File: src/rtl/hbi_pkg.sv
package hbi_pkg;

  localparam int unsigned CODE_W = 3;

  // Gap length in ticks for a given code.
  function automatic int unsigned cct_ticks(input logic [CODE_W-1:0] code,
                                            input int unsigned step);
    return step * (32'(code) + 32'd1);
  endfunction

  // elapsed counts edges since the fall minus one; the gap is met after T edges.
  function automatic logic gap_met(input int unsigned elapsed,
                                   input int unsigned ticks);
    return (elapsed + 32'd1) >= ticks;
  endfunction

  // Delayed hard-off strobe falls on the T-th off cycle.
  function automatic logic strobe_due(input int unsigned elapsed,
                                      input int unsigned ticks);
    return (elapsed + 32'd1) == ticks;
  endfunction

  // Overlap trip: sustained past the gap length.
  function automatic logic overlap_trip(input int unsigned run,
                                        input int unsigned ticks);
    return run >= ticks;
  endfunction

endpackage

File: src/rtl/hbi_off_timer.sv
module hbi_off_timer #(
  parameter int unsigned CNT_W = 8
) (
  input  logic             clk,
  input  logic             rst_n,
  input  logic             gate,
  output logic [CNT_W-1:0] off_cnt
);

  localparam logic [CNT_W-1:0] CNT_MAX = '1;

  // Saturating count of edges since the gate was last seen on.
  always_ff @(posedge clk or negedge rst_n) begin
    if (!rst_n)                 off_cnt <= CNT_MAX;
    else if (gate)              off_cnt <= '0;
    else if (off_cnt != CNT_MAX) off_cnt <= off_cnt + 1'b1;
  end

endmodule

File: src/rtl/hbi_overlap_guard.sv
module hbi_overlap_guard
  import hbi_pkg::*;
#(
  parameter int unsigned CNT_W = 8
) (
  input  logic        clk,
  input  logic        rst_n,
  input  logic        both_on,
  input  logic        clr,
  input  logic [31:0] ticks,
  output logic        trip,
  output logic        fault
);

  localparam logic [CNT_W-1:0] RUN_MAX = '1;

  logic [CNT_W-1:0] run_cnt;

  assign trip = both_on && overlap_trip(32'(run_cnt), ticks);

  always_ff @(posedge clk or negedge rst_n) begin
    if (!rst_n)                  run_cnt <= '0;
    else if (!both_on)           run_cnt <= '0;
    else if (run_cnt != RUN_MAX) run_cnt <= run_cnt + 1'b1;
  end

  // Set has priority over clear.
  always_ff @(posedge clk or negedge rst_n) begin
    if (!rst_n)     fault <= 1'b0;
    else if (trip)  fault <= 1'b1;
    else if (clr)   fault <= 1'b0;
  end

endmodule

File: src/rtl/hbi_bridge.sv
module hbi_bridge
  import hbi_pkg::*;
#(
  parameter int unsigned CNT_W = 8
) (
  input  logic        clk,
  input  logic        rst_n,
  input  logic        cmd_hi,
  input  logic        cmd_lo,
  input  logic        dis,
  input  logic [31:0] ticks,
  input  logic        hoff_mode,
  input  logic        clr,
  output logic        gate_hi,
  output logic        gate_lo,
  output logic        sink_hi,
  output logic        sink_lo,
  output logic        fault
);

  logic [CNT_W-1:0] off_hi, off_lo;
  logic             prev_hi, prev_lo;
  logic             req_hi, req_lo;
  logic             next_hi, next_lo;
  logic             trip;
  logic             rise_hi, rise_lo;
  logic             late_hi, late_lo;

  hbi_off_timer #(.CNT_W(CNT_W)) u_off_hi (
    .clk(clk), .rst_n(rst_n), .gate(gate_hi), .off_cnt(off_hi));

  hbi_off_timer #(.CNT_W(CNT_W)) u_off_lo (
    .clk(clk), .rst_n(rst_n), .gate(gate_lo), .off_cnt(off_lo));

  hbi_overlap_guard #(.CNT_W(CNT_W)) u_guard (
    .clk(clk), .rst_n(rst_n), .both_on(cmd_hi && cmd_lo), .clr(clr),
    .ticks(ticks), .trip(trip), .fault(fault));

  // Exclusive requests: overlap, disable or fault blank both sides.
  assign req_hi = cmd_hi && !cmd_lo && !dis && !fault;
  assign req_lo = cmd_lo && !cmd_hi && !dis && !fault;

  // A side turns on only once the other has been off long enough.
  assign next_hi = req_hi && !gate_lo && gap_met(32'(off_lo), ticks);
  assign next_lo = req_lo && !gate_hi && gap_met(32'(off_hi), ticks);

  always_ff @(posedge clk or negedge rst_n) begin
    if (!rst_n) begin
      gate_hi <= 1'b0;
      gate_lo <= 1'b0;
      prev_hi <= 1'b0;
      prev_lo <= 1'b0;
    end else begin
      gate_hi <= next_hi;
      gate_lo <= next_lo;
      prev_hi <= gate_hi;
      prev_lo <= gate_lo;
    end
  end

  // Hard-off event wires.
  assign rise_hi = gate_hi && !prev_hi;
  assign rise_lo = gate_lo && !prev_lo;
  assign late_hi = !gate_hi && strobe_due(32'(off_hi), ticks);
  assign late_lo = !gate_lo && strobe_due(32'(off_lo), ticks);

  assign sink_hi = hoff_mode ? rise_lo : late_hi;
  assign sink_lo = hoff_mode ? rise_hi : late_lo;

endmodule

File: src/rtl/hbi_interlock.sv
module hbi_interlock
  import hbi_pkg::*;
#(
  parameter int unsigned NB    = 3,
  parameter int unsigned CNT_W = 8,
  parameter int unsigned STEP  = 4
) (
  input  logic              clk,
  input  logic              rst_n,
  input  logic [NB-1:0]     in_hi,
  input  logic [NB-1:0]     in_lo,
  input  logic              drv_disable,
  input  logic [CODE_W-1:0] cct_code,
  input  logic              hoff_mode,
  input  logic [NB-1:0]     fault_clr,
  output logic [NB-1:0]     gate_hi,
  output logic [NB-1:0]     gate_lo,
  output logic [NB-1:0]     sink_hi,
  output logic [NB-1:0]     sink_lo,
  output logic [NB-1:0]     fault
);

  logic [31:0] gap_ticks;

  assign gap_ticks = cct_ticks(cct_code, STEP);

  for (genvar b = 0; b < NB; b++) begin : g_br
    hbi_bridge #(.CNT_W(CNT_W)) u_br (
      .clk      (clk),
      .rst_n    (rst_n),
      .cmd_hi   (in_hi[b]),
      .cmd_lo   (in_lo[b]),
      .dis      (drv_disable),
      .ticks    (gap_ticks),
      .hoff_mode(hoff_mode),
      .clr      (fault_clr[b]),
      .gate_hi  (gate_hi[b]),
      .gate_lo  (gate_lo[b]),
      .sink_hi  (sink_hi[b]),
      .sink_lo  (sink_lo[b]),
      .fault    (fault[b])
    );
  end

endmodule

File: config.mk
export PLATFORM = sky130hd
export DESIGN_NAME = hbi_interlock
export DESIGN_NICKNAME = d
export VERILOG_FILES = /design/src/rtl/hbi_pkg.sv /design/src/rtl/hbi_off_timer.sv /design/src/rtl/hbi_overlap_guard.sv /design/src/rtl/hbi_bridge.sv /design/src/rtl/hbi_interlock.sv
export SDC_FILE = /design/constraint.sdc
export NUM_CORES = 1
export LEC_CHECK = 0
export ABC_AREA = 1
export BUFFER_PORTS_ARGS = -buffer_cell sky130_fd_sc_hd__buf_2
export CORE_MARGIN = 1
export CORE_UTILIZATION = 56
export CTS_CLUSTER_DIAMETER = 50
export CTS_CLUSTER_SIZE = 30
export DETAILED_ROUTE_END_ITERATION = 7
export PLACE_DENSITY = 0.73
export SLEW_MARGIN = 25
export SYNTH_ARGS = -nofsm -noshare
export SYNTH_HDL_FRONTEND = slang
export SYNTH_HIERARCHICAL = 1
export SYNTH_SLANG_ARGS = --single-unit
File: constraint.sdc
create_clock -name clk -period 2.9 [get_ports clk]
set_input_delay 0.725 -clock clk [delete_from_list [all_inputs] [get_ports clk]]
set_output_delay 0.725 -clock clk [all_outputs]
set_load 0.02 [all_outputs]
==> impl_results.md, run 1 <==
* Status: finished with violations
* Failing checks: negative setup slack
* Setup Skew at 0.00508 ns
* Final core utilization at 0.736
* Sink Count at 87
* Most common cell after layout, fill and taps aside: nand2_1
* Via count at 7860
* CTS Hold Bufs at 0
* Pwr dens at 256 mW/mm²
* Initial antenna violation count at 0
* First-pass GRT wire length at 31.0 mm
* CTS tree: done
* Fin. max-slew vios at 0
* Maximum vdd ir drop at 0.325 mV
* Die Span Y at 124 µm
* PortBufs at 30
* Filler cell count at 1162
* Leakage power at 5.72 nW
* R2r startpoint: g_br[0].u_br/u_off_lo/off_cnt[0]
* DRT antenna net count at 0
* Standard-cell rows at 44
* Drt first pass iters at 5
* Clock buffer count from CTS at 9
* Clk pin slew, worst setup/hold paths at 0.06 ns
* CP Max Fanout at 4
* Initial drt markers at 467
* Synth Warn # at 6
* Final nets at 1616
* Core Area at 0.0145 mm²
* CP startpoint kind: flip-flop
* Clk_lat worst skew at 0.35 ns
* Pin count of the biggest net entering global routing at 33
* Tot Pwr at 2.74 mW
* Full die area at 0.0154 mm²
* Final min period at 3.44 ns
* Worst Slack Setup Final at -0.539 ns
* Die Wd at 124 µm
* Final number of hold-violating endpoints at 0
* Diodes inserted at 0
* Drt drc at 0
* Top Ports at 31
* Setup WS pre-CTS at -0.306 ns
* Post-Syn Instances at 1213
* Setup crit end kind: primary output
* Routability cong. at 0.837
* Syn Area/Cell at 6.88 µm²
* CP Cell Sequence: ha_4 > nand3_2 > and3b_1 > xnor2_1 > inv_1 > ha_4 > nand2_2 > nor2_4 > nand4_1 > nor2_2 > nand4_1 > o31ai_1 > buf_2
* Hpwl dp at 13.5 mm
* WP data arrival at 2.71 ns
* Clk buf depth at 2
* Root Driver: clkbuf_16
* Mapped Area at 0.00835 mm²
* Drt total wl at 18.1 mm
* Worst hold path type: primary input to asynchronous set/reset pin
* Starting density of the core at 0.574
* Total grt overflow at 0
* RSZ-0062 raised after global routing: yes
* Setup-failing EPs final at 6
* Total GRT Usage at 0.253
* Critical path origin: g_br[0].u_br/u_off_lo/off_cnt[0]
* Most frequent cells in the layout: nand2_1, inv_1, conb_1
* Critical path's slowest cell: dfstp_2
* Vias per cell at 4.64
* H-tree levels at 3
* Peak per-stage delay on the critical path at 0.60 ns
* Final period util at 1.19
* Area grow syn2layout at 28.2%
* Drt wl/cell at 10.7 µm
* Type of the worst setup path: flip-flop to primary output
* Vias in the first global route at 7118
* Peak Freq at 291 MHz
* Layout cell share with drive strength beyond 1 at 0.205
* # Max-Cap Violations at 0
* Worst Path Required at 2.17 ns
cell type report:
cell class	instances	area, µm²	share of cell area
clock inverter	3	42.5	0.00398
sequential	87	2240	0.209
tap	184	230	0.0215
clock buffer	13	260	0.0243
multi-input combinational	1068	6230	0.582
timing repair buffer	115	857	0.0801
inverter	225	845	0.0789
timing repair:
action	in CTS	in global routing
resized for setup	55	19
endpoints found under the setup margin	6	7
pin swaps	40	22
buffers inserted	25	5
critical path: cells and delay by family (launching register included):
family	cells	cell delay, ns
flip-flops	1	0.60
adder cells (fa/ha/maj)	2	0.42
buffers and inverters	2	0.28
XOR/XNOR	1	0.12
AO/OA/AOI/OAI	1	0.07
AND/OR/NAND/NOR	7	0.88
state kept, by name, indices dropped and copies added, names as in the netlist:
signal / cells
g_br.u_br/u_off_lo/off_cnt: 24
g_br.u_br/u_guard/fault: 3
g_br.u_br/prev_hi: 3
g_br.u_br/u_off_hi/off_cnt: 24
g_br.u_br/u_guard/run_cnt: 24
g_br.u_br/gate_lo: 3
g_br.u_br/prev_lo: 3
g_br.u_br/gate_hi: 3
final timing paths:
path,endpoint,cells after the start,slack (ns)
max in group asynchronous,g_br[2].u_br/u_off_lo/off_cnt[2],2,2.02
max reg2reg,g_br[0].u_br/gate_hi,18,0.18
min reg2reg,g_br[0].u_br/prev_hi,0,0.48
min in group clk,g_br[0].u_br/prev_hi,0,0.48
max,sink_lo[0],13,-0.54
min,g_br[2].u_br/gate_hi,1,0.30
power breakdown:
part	internal [mW]	total [mW]	switching [mW]
registers	1.22	1.22	0.00359
clock network	0.714	1.19	0.480
logic	0.113	0.324	0.210
total	2.05	2.74	0.694
through the flow:
stage               TNS [ns]  instance area [µm²]  instances  hold slack, ns
floorplan                  0                 9010       1383           0.429
global placement       -1.47                 9850       1654           0.453
detailed placement     -1.70                 9850       1654           0.457
CTS                    -2.80                10600       1695           0.300
global route           -3.65                10700       1695           0.313
finish                 -2.67                10700       1695           0.300
per-layer routing:
metal / vias up / GRT usage / wire [µm]
met4: 0 / 0.0610 / 299
li1: 4250 / - / -
met3: 20 / 0.0563 / 658
met1: 3490 / 0.321 / 8580
met5: - / 0 / 0
met2: 100 / 0.435 / 8590
Note: power is estimated with default switching activity, not from simulation.
==> inputs of run 2 (changes only) <==
--- a/config.mk
+++ b/config.mk
@@ -8,11 +8,11 @@
 export ABC_AREA = 1
 export BUFFER_PORTS_ARGS = -buffer_cell sky130_fd_sc_hd__buf_2
 export CORE_MARGIN = 1
-export CORE_UTILIZATION = 56
+export CORE_UTILIZATION = 50
 export CTS_CLUSTER_DIAMETER = 50
 export CTS_CLUSTER_SIZE = 30
 export DETAILED_ROUTE_END_ITERATION = 7
-export PLACE_DENSITY = 0.73
+export PLACE_DENSITY = 0.74
 export SLEW_MARGIN = 25
 export SYNTH_ARGS = -nofsm -noshare
 export SYNTH_HDL_FRONTEND = slang
==> constraint.sdc (replaced) <==
create_clock -name clk -period 3.7 [get_ports clk]
set_input_delay 0.925 -clock clk [delete_from_list [all_inputs] [get_ports clk]]
set_output_delay 0.925 -clock clk [all_outputs]
set_load 0.02 [all_outputs]
==> run 2 against run 1 <==
  * The flow now finishes without violations
  * Non-clock buffer count is 44 lower
  * Setup slack better by 0.59 ns
  * Largest power group is now clock
  * Critical path depth stayed put
  * Clock power is 19% lower
==> impl_results.md, run 2 (synthesized netlist as in run 1, its figures left out) <==
* Worst hold path type: flip-flop to flip-flop
* Worst Slack Setup Final at 0.0540 ns (+0.593 ns)
* Relative slew slack at 0.635
* Maximum vdd ir drop at 0.209 mV (-36%)
* M2 GR Usage at 0.357 (-0.0781)
* Final Hold Slack at 0.484 ns (+0.184 ns)
* Hpwl dp at 13.2 mm (-2.5%)
* CP startpoint kind: flip-flop
* Clock buffer count from CTS at 9 (unchanged)
* Clk pin slew, worst setup/hold paths at 0.07 ns (about the same)
* # Max-Cap Violations at 0 (unchanged)
* Die Wd at 131 µm (+5.7%)
* Drt total wl at 18.3 mm (+0.77%)
* Type of the worst setup path: flip-flop to primary output
* Clk_lat worst skew at 0.35 ns (about the same)
* H-tree levels at 3 (unchanged)
* Total GRT Usage at 0.214 (-0.0388)
* Root Driver: clkbuf_16
* Diodes inserted at 0 (unchanged)
* Setup crit end kind: primary output
* Full die area at 0.0172 mm² (+12%)
* Met3 usage in global routing at 0.0239 (-0.0324)
* Final nets at 1572 (-2.7%)
* Die Span Y at 131 µm (+5.7%)
* Peak Freq at 274 MHz
* Layout cell share with drive strength beyond 1 at 0.186 (-0.0184)
* CP Max Fanout at 6 (+2)
* Setup Skew at 0.00792 ns (+0.00284 ns)
* Total grt overflow at 0 (unchanged)
* Worst Path Required at 2.77 ns (+0.60 ns)
* Final min period at 3.65 ns
* Drt drc at 0 (unchanged)
* Setup TNS at 0 ns (+2.67 ns)
* Initial drt markers at 494 (+5.8%)
* Initial antenna violation count at 0 (unchanged)
* Vias per cell at 4.57 (-1.4%)
* Standard-cell rows at 46 (+4.5%)
* Final core utilization at 0.646 (-0.0897)
* Starting density of the core at 0.518 (-0.0564)
* Area grow syn2layout at 24.8%
* Routability cong. at 0.814 (-2.7%)
* Final number of hold-violating endpoints at 0 (unchanged)
* Most crowded layer after global routing: met2
* Drt first pass iters at 5 (unchanged)
* CTS tree: done
* Drt wl/cell at 10.9 µm (+1.5%)
* Clk buf depth at 2 (unchanged)
* Fin. max-slew vios at 0 (unchanged)
* PortBufs at 30 (unchanged)
* Top Ports at 31 (unchanged)
* Sink Count at 87 (unchanged)
* DRT antenna net count at 0 (unchanged)
* Final period util at 0.985
* Vias in the first global route at 6926 (-2.7%)
* Top flop regs: g_br.u_br/u_guard/run_cnt: 24 flops, g_br.u_br/u_off_hi/off_cnt: 24 flops, g_br.u_br/u_off_lo/off_cnt: 24 flops
* Worst Max-Slew Pin Slew at 0.547 ns
* RSZ-0062 raised after global routing: yes
* First-pass GRT wire length at 30.8 mm (-0.54%)
* Leakage power at 5.51 nW (-3.8%)
* WP data arrival at 2.72 ns (about the same)
* Via count at 7695 (-2.1%)
* Most common cell after layout, fill and taps aside: nand2_1
* Setup WS pre-CTS at 0.0389 ns (+0.344 ns)
* Pwr dens at 210 mW/mm² (-18%)
* Placed insts at 1633 (-1.3%)
* Post-layout instance count excluding filler cells at 1683 (-0.71%)
* Most frequent cells in the layout: nand2_1, inv_1, conb_1
* Pin count of the biggest net entering global routing at 52 (+58%)
* Setup-failing EPs final at 0 (-6)
* Core Area at 0.0161 mm² (+11%)
* Met1 Usage GRT at 0.291 (-0.0295)
* Status: finished clean
## run 2: changes by cell type in the layout (fill, tap and decap cells not counted), moves of 3 or more
cell / delta
nand2_2: +4
nand2_1: -4
nor2_2: -3
buf_4: -41
## run 2: worst paths after layout
kind | from | end | slack [ns] | cells after the start
setup / recovery | g_br[2].u_br/u_off_hi/off_cnt[1] | sink_hi[2] | 0.05 | 13
hold / removal | g_br[2].u_br/gate_hi | g_br[2].u_br/prev_hi | 0.48 | 0
setup reg to reg | g_br[1].u_br/u_off_hi/off_cnt[1] | g_br[1].u_br/gate_lo | 1.29 | 13
hold reg to reg | g_br[2].u_br/gate_hi | g_br[2].u_br/prev_hi | 0.48 | 0
max in group asynchronous | rst_n | g_br[2].u_br/u_off_lo/off_cnt[6] | 2.42 | 2
min in group asynchronous | rst_n | g_br[0].u_br/gate_hi | 0.56 | 1
## run 2: area by class of cell
type / instances / area [µm²]
multi-input cells: 1068 / 6240
fillers: 1423 / 5700
flip-flops and latches: 87 / 2240
inverters: 225 / 845
repair buffers: 71 / 522
well taps: 216 / 270
clock buffers: 10 / 239
clock inverters: 6 / 67.6
## run 2: timing repair
action / CTS / global route
pin swaps: 0 / 44
hold buffers: 0 / 0
buffers inserted: 6 / 28
gates resized for setup: 3 / 76
setup endpoints to repair: 3 / 6
## run 2: critical path, cell delays in order (launching register included)
cell and delay (ns):
dfstp_2 0.61, ha_4 0.16, nand3_2 0.09, nand3b_1 0.21, xor2_1 0.18, inv_1 0.07
ha_1 0.29, nand2_2 0.06, nor2_2 0.09, nand4_1 0.11, nor2_1 0.10, nand2_1 0.09
o32ai_2 0.13, buf_4 0.18
## run 2: routing by layer
metal  wire, µm  part of all wire
met5          0                 0
met3        448             0.025
met4        317             0.017
met2       8630              0.47
met1       8870              0.49
## run 2: per-stage QoR
| step | area (µm²) | power, mW |
|---|---|---|
| 2_1_floorplan | 8990 | 1.14 |
| 3_3_place_gp | 9470 | 1.20 |
| 3_5_place_dp | 9470 | 1.21 |
| 4_1_cts | 9840 | 2.19 |
| 5_1_grt | 10400 | 2.29 |
| 6_report | 10400 | 2.19 |
## run 2: where the power goes
group | total, mW | switching [mW] | internal [mW]
Clock | 0.967 | 0.422 | 0.545
Sequential | 0.959 | 0.00285 | 0.957
Combinational | 0.259 | 0.167 | 0.0923
==> inputs of run 3 (changes only) <==
--- a/config.mk
+++ b/config.mk
@@ -13,6 +13,7 @@
 export CTS_CLUSTER_SIZE = 30
 export DETAILED_ROUTE_END_ITERATION = 7
 export PLACE_DENSITY = 0.74
+export SKIP_CTS_REPAIR_TIMING = 1
 export SLEW_MARGIN = 25
 export SYNTH_ARGS = -nofsm -noshare
 export SYNTH_HDL_FRONTEND = slang
==> constraint.sdc (replaced) <==
create_clock -name clk -period 3.7 [get_ports clk]
set_input_delay 0.74 -clock clk [delete_from_list [all_inputs] [get_ports clk]]
set_output_delay 0.74 -clock clk [all_outputs]
set_load 0.02 [all_outputs]
==> run 3 against run 2 <==
  * Routed wire length is 4.6% lower
  * Final cell count is 1.4% lower
  * Global-route usage is 0.20 points lower
  * Via count is 1.8% lower
  * Critical path depth stayed put
  * Non-clock buffer count is 24 lower
  * First-iteration DRC count is 26% lower
  * Final area is 5.0% lower
  * Critical endpoint is now sink_lo[1]
  * Largest cell class unchanged
  * Highest routed layer unchanged
==> impl_results.md, run 3 (synthesized netlist as in run 1, its figures left out) <==
* RSZ-0062 raised after global routing: yes
* Diodes inserted at 0 (unchanged)
* Drt wl/cell at 10.5 µm (-3.2%)
* Top flop regs: g_br.u_br/u_guard/run_cnt: 24 flops, g_br.u_br/u_off_hi/off_cnt: 24 flops, g_br.u_br/u_off_lo/off_cnt: 24 flops
* Final nets at 1548 (-1.5%)
* Critical Path Most Common Cell: nand4_1
* Via count at 7558 (-1.8%)
* WP data arrival at 2.77 ns (+0.05 ns)
* CP startpoint kind: flip-flop
* CP Cell Sequence: ha_2 > nand3_1 > and3b_1 > xnor2_1 > inv_1 > ha_1 > nand2_1 > nor2_1 > nand4_1 > nor2_2 > nand4_1 > o31ai_1 > buf_2
* Vias per cell at 4.56 (-0.36%)
* Fin. max-slew vios at 0 (unchanged)
* Drt total wl at 17.4 mm (-4.6%)
* Full die area at 0.0172 mm² (unchanged)
* Drt drc at 0 (unchanged)
* Die Span Y at 131 µm (unchanged)
* CTS tree: done
* Worst hold path type: primary input to asynchronous set/reset pin
* Clock buffer count from CTS at 9 (unchanged)
* Pwr dens at 218 mW/mm² (+3.9%)
* Leakage power at 5.35 nW (-2.8%)
* Routability cong. at 0.860 (+5.7%)
* Core Area at 0.0161 mm² (unchanged)
* R2r setup slk at 1.36 ns (+0.07 ns)
* Peak per-stage delay on the critical path at 0.58 ns (-0.03 ns)
* Vias in the first global route at 6782 (-2.1%)
* Clk_lat worst skew at 0.35 ns (about the same)
* Relative slew slack at 0.568 (-0.0674)
* Final core utilization at 0.614 (-0.0325)
* Peak Freq at 285 MHz (+3.9%)
* Clk pin slew, worst setup/hold paths at 0.07 ns (about the same)
* Most frequent cells in the layout: nand2_1, inv_1, conb_1
* Starting density of the core at 0.518 (unchanged)
* Maximum vdd ir drop at 0.233 mV (+11%)
* Initial drt markers at 368 (-26%)
* Setup-failing EPs final at 0 (unchanged)
* Area grow syn2layout at 18.5%
* Critical path origin: g_br[1].u_br/u_off_lo/off_cnt[1]
* PortBufs at 30 (unchanged)
* Pin count of the biggest net entering global routing at 45 (-13%)
* Worst Path Required at 2.96 ns (+0.19 ns)
* Worst Max-Slew Pin Slew at 0.648 ns (+0.101 ns)
* Critical path's slowest cell: dfstp_2
* H-tree levels at 3 (unchanged)
* Status: finished clean
* Final number of hold-violating endpoints at 0 (unchanged)
* Total GRT Usage at 0.212 (-0.00202)
* Final min period at 3.51 ns (-0.136 ns)
* Final period util at 0.949 (-0.0367)
* Top Ports at 31 (unchanged)
* Die Wd at 131 µm (unchanged)
* R2R cell count at 12 (-1)
* R2r startpoint: g_br[2].u_br/u_off_hi/off_cnt[0]
* Root Driver: clkbuf_16
* Most common cell after layout, fill and taps aside: nand2_1
* Layout cell share with drive strength beyond 1 at 0.143 (-0.0426)
* Initial antenna violation count at 0 (unchanged)
* Sink Count at 87 (unchanged)
* CP Max Fanout at 6 (unchanged)
* Hpwl dp at 13.3 mm (+0.78%)
* Clk buf depth at 2 (unchanged)
* Setup TNS at 0 ns (unchanged)
* Standard-cell rows at 46 (unchanged)
* Tot Pwr at 2.16 mW (-1.3%)
* Setup crit end kind: primary output
* Drt first pass iters at 7 (+2)
* # Max-Cap Violations at 0 (unchanged)
* First-pass GRT wire length at 30.2 mm (-2.0%)
* Total grt overflow at 0 (unchanged)
* Type of the worst setup path: flip-flop to primary output
* Setup Skew at 0.00857 ns (+0.000653 ns)
* DRT antenna net count at 0 (unchanged)
* Critical R2R Capture: g_br[2].u_br/gate_lo
-- run 3: worst max-delay path: cells and delay by family (launching register included) --
| family | cells | cell delay [ns] |
|---|---|---|
| AND/OR/NAND/NOR | 7 | 0.93 |
| buffers and inverters | 2 | 0.26 |
| XOR/XNOR | 1 | 0.11 |
| adder cells (fa/ha/maj) | 2 | 0.48 |
| flip-flops | 1 | 0.58 |
| AO/OA/AOI/OAI | 1 | 0.07 |
-- run 3: power by group --
part	switching (mW)	internal, mW	total (mW)
Clock	0.434	0.531	0.966
Combinational	0.156	0.0758	0.232
Sequential	0.00281	0.956	0.959
Total	0.594	1.56	2.16
-- run 3: final cells by class --
type,count,area (µm²)
flip-flops and latches,87,2240
inverters,225,845
repair buffers,47,310
fillers,1486,6220
clock buffers,9,225
clock inverters,7,80.1
well taps,216,270
multi-input cells,1068,5930
-- run 3: routing by layer --
layer / vias up / GRT usage / wire length, µm
met5: - / 0 / 0
met4: 0 / 0.0810 / 411
met3: 23 / 0.0255 / 428
met2: 84 / 0.345 / 7980
met1: 3344 / 0.288 / 8620
li1: 4107 / - / -
-- run 3: how the worst max path moves through the flow --
stage | endpoint
after floorplan | sink_hi[0]
after global placement | sink_lo[0]
after detailed placement | sink_hi[2]
after CTS | sink_hi[2]
after global routing | sink_hi[2]
final | sink_lo[1]
-- run 3: through the flow --
stage	instance area, µm²	hold WS [ns]	worst slack [ns]	std cells
floorplan	8990	0.444	0.727	1383
global placement	9410	0.461	0.339	1627
detailed placement	9410	0.464	0.302	1627
CTS	9720	0.425	0.145	1643
global route	9890	0.463	-0.0695	1659
finish	9890	0.411	0.190	1659
